[src/rtl/rop_mix_pkg.sv]
package rop_mix_pkg;
  localparam int BYTE_W = 8;
  localparam int CODE_W = 1 << 3;
  typedef logic [BYTE_W-1:0] byte_t;
  typedef struct packed {
    byte_t pat;
    byte_t src;
    byte_t dst;
  } operands_t;
endpackage

[src/rtl/rop_bit_eval.sv]
module rop_bit_eval #(
  parameter int BYTE_W = 8
) (
  input  logic [BYTE_W-1:0] pat,
  input  logic [BYTE_W-1:0] src,
  input  logic [BYTE_W-1:0] dst,
  input  logic [7:0]        code,
  output logic [BYTE_W-1:0] result
);
  for (genvar g = 0; g < BYTE_W; g++) begin : g_bit
    logic [2:0] idx;
    assign idx       = {pat[g], src[g], dst[g]};
    assign result[g] = code[idx];
  end
endmodule

[src/rtl/rop_mix_sel.sv]
module rop_mix_sel #(
  parameter int MIX_W = 32
) (
  input  logic             clk,
  input  logic             rst_n,
  input  logic             load,
  input  logic [MIX_W-1:0] load_val,
  input  logic             shift,
  output logic             use_fg
);
  logic [MIX_W-1:0] mix_q;
  logic [MIX_W-1:0] mix_d;

  always_comb begin
    mix_d = mix_q;
    if (load)       mix_d = load_val;
    else if (shift) mix_d = {1'b1, mix_q[MIX_W-1:1]};
  end

  always_ff @(posedge clk) begin
    if (!rst_n) mix_q <= '1;
    else        mix_q <= mix_d;
  end

  assign use_fg = mix_q[0];

  // a load wins over a shift in the same cycle
  a_r6_mix_load_wins: assert property (@(posedge clk) disable iff (!rst_n)
    load |=> mix_q == $past(load_val));
  // a shift brings a 1 in at the top
  a_r4_mix_fill_one: assert property (@(posedge clk) disable iff (!rst_n)
    (shift && !load) |=> mix_q[MIX_W-1] && (mix_q[MIX_W-2:0] == $past(mix_q[MIX_W-1:1])));
  // without a shift or a load the mask stays put
  a_r4_mix_idle_hold: assert property (@(posedge clk) disable iff (!rst_n)
    (!shift && !load) |=> $stable(mix_q));
endmodule

[src/rtl/rop_cpu_src.sv]
module rop_cpu_src #(
  parameter int CPU_W  = 32,
  parameter int BYTE_W = 8
) (
  input  logic              clk,
  input  logic              rst_n,
  input  logic              load,
  input  logic [CPU_W-1:0]  load_val,
  input  logic              shift,
  output logic [BYTE_W-1:0] src_byte
);
  logic [CPU_W-1:0] word_q;
  logic [CPU_W-1:0] word_d;

  always_comb begin
    word_d = word_q;
    if (load)       word_d = load_val;
    else if (shift) word_d = word_q >> BYTE_W;
  end

  always_ff @(posedge clk) begin
    if (!rst_n) word_q <= '0;
    else        word_q <= word_d;
  end

  assign src_byte = word_q[BYTE_W-1:0];

  // consuming a byte exposes the next one
  a_r5_cpu_consume: assert property (@(posedge clk) disable iff (!rst_n)
    (shift && !load) |=> word_q[CPU_W-BYTE_W-1:0] == $past(word_q[CPU_W-1:BYTE_W]));
  // the word holds when nothing is consumed
  a_r9_cpu_hold: assert property (@(posedge clk) disable iff (!rst_n)
    (!shift && !load) |=> $stable(word_q));
endmodule

[src/rtl/rop_mix_unit.sv]
module rop_mix_unit
  import rop_mix_pkg::*;
#(
  parameter int MIX_W = 32,
  parameter int CPU_W = 32
) (
  input  logic              clk,
  input  logic              rst_n,
  input  logic [7:0]        fg_rop,
  input  logic [7:0]        bg_rop,
  input  logic              mix_load,
  input  logic [MIX_W-1:0]  mix_value,
  input  logic              cpu_load,
  input  logic [CPU_W-1:0]  cpu_value,
  input  logic              cpu_src_mode,
  input  logic              in_valid,
  output logic              in_ready,
  input  logic [BYTE_W-1:0] in_pat,
  input  logic [BYTE_W-1:0] in_src,
  input  logic [BYTE_W-1:0] in_dst,
  output logic              out_valid,
  input  logic              out_ready,
  output logic [BYTE_W-1:0] out_byte
);
  logic        accept;
  logic        use_fg;
  byte_t       cpu_byte;
  operands_t   ops;
  logic [7:0]  code;
  byte_t       result;
  logic        valid_q;
  byte_t       byte_q;

  assign in_ready = !valid_q || out_ready;
  assign accept   = in_valid && in_ready;

  rop_mix_sel #(.MIX_W(MIX_W)) u_mix (
    .clk(clk), .rst_n(rst_n), .load(mix_load), .load_val(mix_value),
    .shift(accept), .use_fg(use_fg)
  );

  rop_cpu_src #(.CPU_W(CPU_W), .BYTE_W(BYTE_W)) u_cpu (
    .clk(clk), .rst_n(rst_n), .load(cpu_load), .load_val(cpu_value),
    .shift(accept && cpu_src_mode), .src_byte(cpu_byte)
  );

  always_comb begin
    ops.pat = in_pat;
    ops.src = cpu_src_mode ? cpu_byte : in_src;
    ops.dst = in_dst;
    code    = use_fg ? fg_rop : bg_rop;
  end

  rop_bit_eval #(.BYTE_W(BYTE_W)) u_eval (
    .pat(ops.pat), .src(ops.src), .dst(ops.dst), .code(code), .result(result)
  );

  always_ff @(posedge clk) begin
    if (!rst_n) begin
      valid_q <= 1'b0;
      byte_q  <= '0;
    end else if (accept) begin
      valid_q <= 1'b1;
      byte_q  <= result;
    end else if (out_ready) begin
      valid_q <= 1'b0;
    end
  end

  assign out_valid = valid_q;
  assign out_byte  = byte_q;

  // a result follows every accepted byte
  a_r7_valid_after_accept: assert property (@(posedge clk) disable iff (!rst_n)
    accept |=> out_valid);
  // a stalled result is held unchanged
  a_r8_hold_stalled: assert property (@(posedge clk) disable iff (!rst_n)
    (out_valid && !out_ready) |=> out_valid && $stable(out_byte));
  // a drained output with no new byte goes empty
  a_r7_drain_empty: assert property (@(posedge clk) disable iff (!rst_n)
    (out_valid && out_ready && !in_valid) |=> !out_valid);
endmodule

[config.mk]
export PLATFORM = sky130hd
export DESIGN_NAME = rop_mix_unit
export DESIGN_NICKNAME = d
export VERILOG_FILES = /design/src/rtl/rop_mix_pkg.sv /design/src/rtl/rop_bit_eval.sv /design/src/rtl/rop_mix_sel.sv /design/src/rtl/rop_cpu_src.sv /design/src/rtl/rop_mix_unit.sv
export SDC_FILE = /design/constraint.sdc
export NUM_CORES = 1
export LEC_CHECK = 0
export BUFFER_PORTS_ARGS = -buffer_cell sky130_fd_sc_hd__buf_2
export CAP_MARGIN = 40
export CORE_MARGIN = 8
export CORE_UTILIZATION = 58
export DETAILED_ROUTE_END_ITERATION = 6
export HOLD_SLACK_MARGIN = 0.12
export PLACE_DENSITY = 0.87
export SLEW_MARGIN = 15
export SYNTH_ARGS = -nofsm -noshare
export SYNTH_HDL_FRONTEND = slang
export SYNTH_SLANG_ARGS = --single-unit
export TNS_END_PERCENT = 20
[constraint.sdc]
create_clock -name clk -period 3.05 [get_ports clk]
set_input_delay 0 -clock clk [delete_from_list [all_inputs] [get_ports clk]]
set_output_delay 0 -clock clk [all_outputs]
set_load 0.005 [all_outputs]
==> metrics <==
final setup fails 0; worst setup path startpoint out_valid; met3 Track Usage GR 0.05774; via count 4468; Vias/cell 6.046; DR iter-0 viols 302; met1 Use GR 0.2889; Crit. End Element register; non-filler cells, final 739; clock buffer count from CTS 9; total power draw 2.473 mW; First-pass DRT Iterations 5; max_cap viols 0; Die Area 10940 sq um; r2r endpoint u_cpu.word_q[8]; setup TNS 0 ns; Routed WL 14.73 mm; worst-path maximum fanout 32; dpl hpwl 8.129 mm; worst hold path type in -> reg; dpl cells 609; share of the synthesized area in the top cell type 0.3209; period utilization 0.8259; asr flop ratio synth 0; cell taking the most area after synthesis dfxtp_1; IO Count 121; worst hold slack 0.1521 ns; RSZ-0062 raised after global routing false; Setup WS pre-CTS 1.050 ns; clk buf depth 2; critical path required time 3.27 ns; Area contributors post-synth dfxtp_1, mux4_1, mux2_2; Final #Nets 743; Reg clk slew, reported paths 0.08 ns; Syn Area/Cell 10.77 sq um; Initial Util 0.5924; Hold Crit Start rst_n; Yosys reg bits 73; status finished clean; area grow syn2layout 42.06%; row count 32; total grt overflow 0; Diodes inserted 0; ys flop type dfxtp_1; Setup Buffers After CTS 0; PostCTS Resize Cnt 0; busiest grt layer met2; Die Span Y 104.6 um; CTS H-Tree Depth 3; area post-placement 5125 sq um; Clk Latency, worst-skew pair 0.35 ns; setup ws final 0.5311 ns; Sink Count 73; warning count from the yosys run 0; crit path DAT 2.74 ns; Post-synth EDFFs 0; PD cells 382.2 nW/um^2; syn nets 534; final clock skew 0.01388 ns; layout cell share with drive strength beyond 1 0.2716; met2 usage 0.4686; CP Launch Type register; routed length per instance 19.93 um; worst r2r src out_valid; Final Hold Viols 0; post-route ant nets 0; number of global-route vias before repair 4687; Peak VDD IR 0.2369 mV; worst r2r path cells 5; Yosys cell types 24; CTS tree done; hold_buf cts 113; gpl congestion 0.8559; Slew Limit Fails 0; r2r setup slk 0.53 ns; worst slew pin tran 0.7679 ns; port bufs 120; Worst Hold Depth 2; final core occ 0.8416; Worst Hold End u_mix.mix_q[6]; initial antenna violation count 0; Die Width 104.6 um; Post-Synthesis Cell Area 4554 sq um; Final Critical Period 2.519 ns; post-synthesis instance total 423; Post-route DRC 0; Static Leak 2.970 nW; post-route cell area 6470 sq um; sequential fraction of the synthesis area 0.3209; Overall Global Routing Usage 0.2625; Slew headroom 0.4875; first-pass GRT wire length 23.51 mm; Core Box Area 7687 sq um; WS Path Type reg -> reg; clock root cell clkbuf_8; Max Clk Rate 397.0 MHz; largest net degree at the start of global routing 65
worst max-delay path by stage:
| stage | to |
|---|---|
| final | u_cpu.word_q[8] |
| after global routing | u_cpu.word_q[8] |
| after CTS | u_cpu.word_q[3] |
| after detailed placement | u_cpu.word_q[3] |
| after global placement | u_cpu.word_q[3] |
| after floorplan | out_byte[4] |
cells in the mapped netlist, types with 9 or more instances:
cell type and count:
o211a_1 24, dfxtp_1 73, buf_2 9, a211oi_1 32, mux2_2 29, a21boi_0 9
nand2b_1 25, nor2b_1 32, clkbuf_1 28, and3_1 31, o21ai_0 32, mux4_1 30
mux2i_1 24, nand3_1 9, nand2_1 9
logic make-up after synthesis:
group,count (synthesis),synth area share
simple gates,115,0.1536
compound gates,105,0.1643
mux,88,0.3148
flops,73,0.3209
buf+inv,42,0.04643
power breakdown:
group	switching [mW]	leakage [nW]	internal, mW	total, mW
Combinational	0.271	2.28	0.383	0.654
Clock	0.376	0.0889	0.379	0.755
Sequential	0.0403	0.606	1.02	1.06
Total	0.688	2.97	1.78	2.47
worst max-delay path: stages (launching register included):
cell and delay, ns:
dfxtp_1 0.32, nand2b_1 0.14, nand3_2 0.61, mux2_1 0.56, o211a_1 0.20, dlygate4sd3_1 0.55
layer usage:
layer / share of wire / wire length, um
met4: 0.046 / 671
met3: 0.056 / 832
met2: 0.52 / 7611
met1: 0.38 / 5614
met5: 0 / 0
state kept, by name, summed over array words and instances (netlist names):
signal        count
out_byte          8
u_cpu.word_q     32
out_valid         1
u_mix.mix_q      32
final cells by class:
type                       instances  area, sq um
clock buffer                      10        127.6
clock inverter                     6        66.31
fill                             404         1217
inverter                           1        3.754
multi-input combinational        308         2882
sequential                        73         1461
tap                              102        127.6
timing repair buffer             239         1802
layout by cell type (no fill, tap or decap):
master and instances:
buf_2 120, dlygate4sd3_1 113, dfxtp_1 73, nor2b_1 32
a211oi_1 32, o21ai_0 32, and3_1 31, mux4_1 30
mux2_2 29, nand2b_1 25, o211a_1 24, mux2i_1 24
nand2_1 9, a21boi_0 9, nand3_1 9, clkbuf_8 9
nand3b_1 8, o21ai_1 8, buf_4 4, mux2_1 3
clkinvlp_4 3, mux4_2 2, buf_12 2, nand3_2 1
inv_1 1, inv_6 1, clkinv_2 1, bufinv_16 1
clkbuf_1 1
No activity file was read; power rests on OpenSTA's default activity.
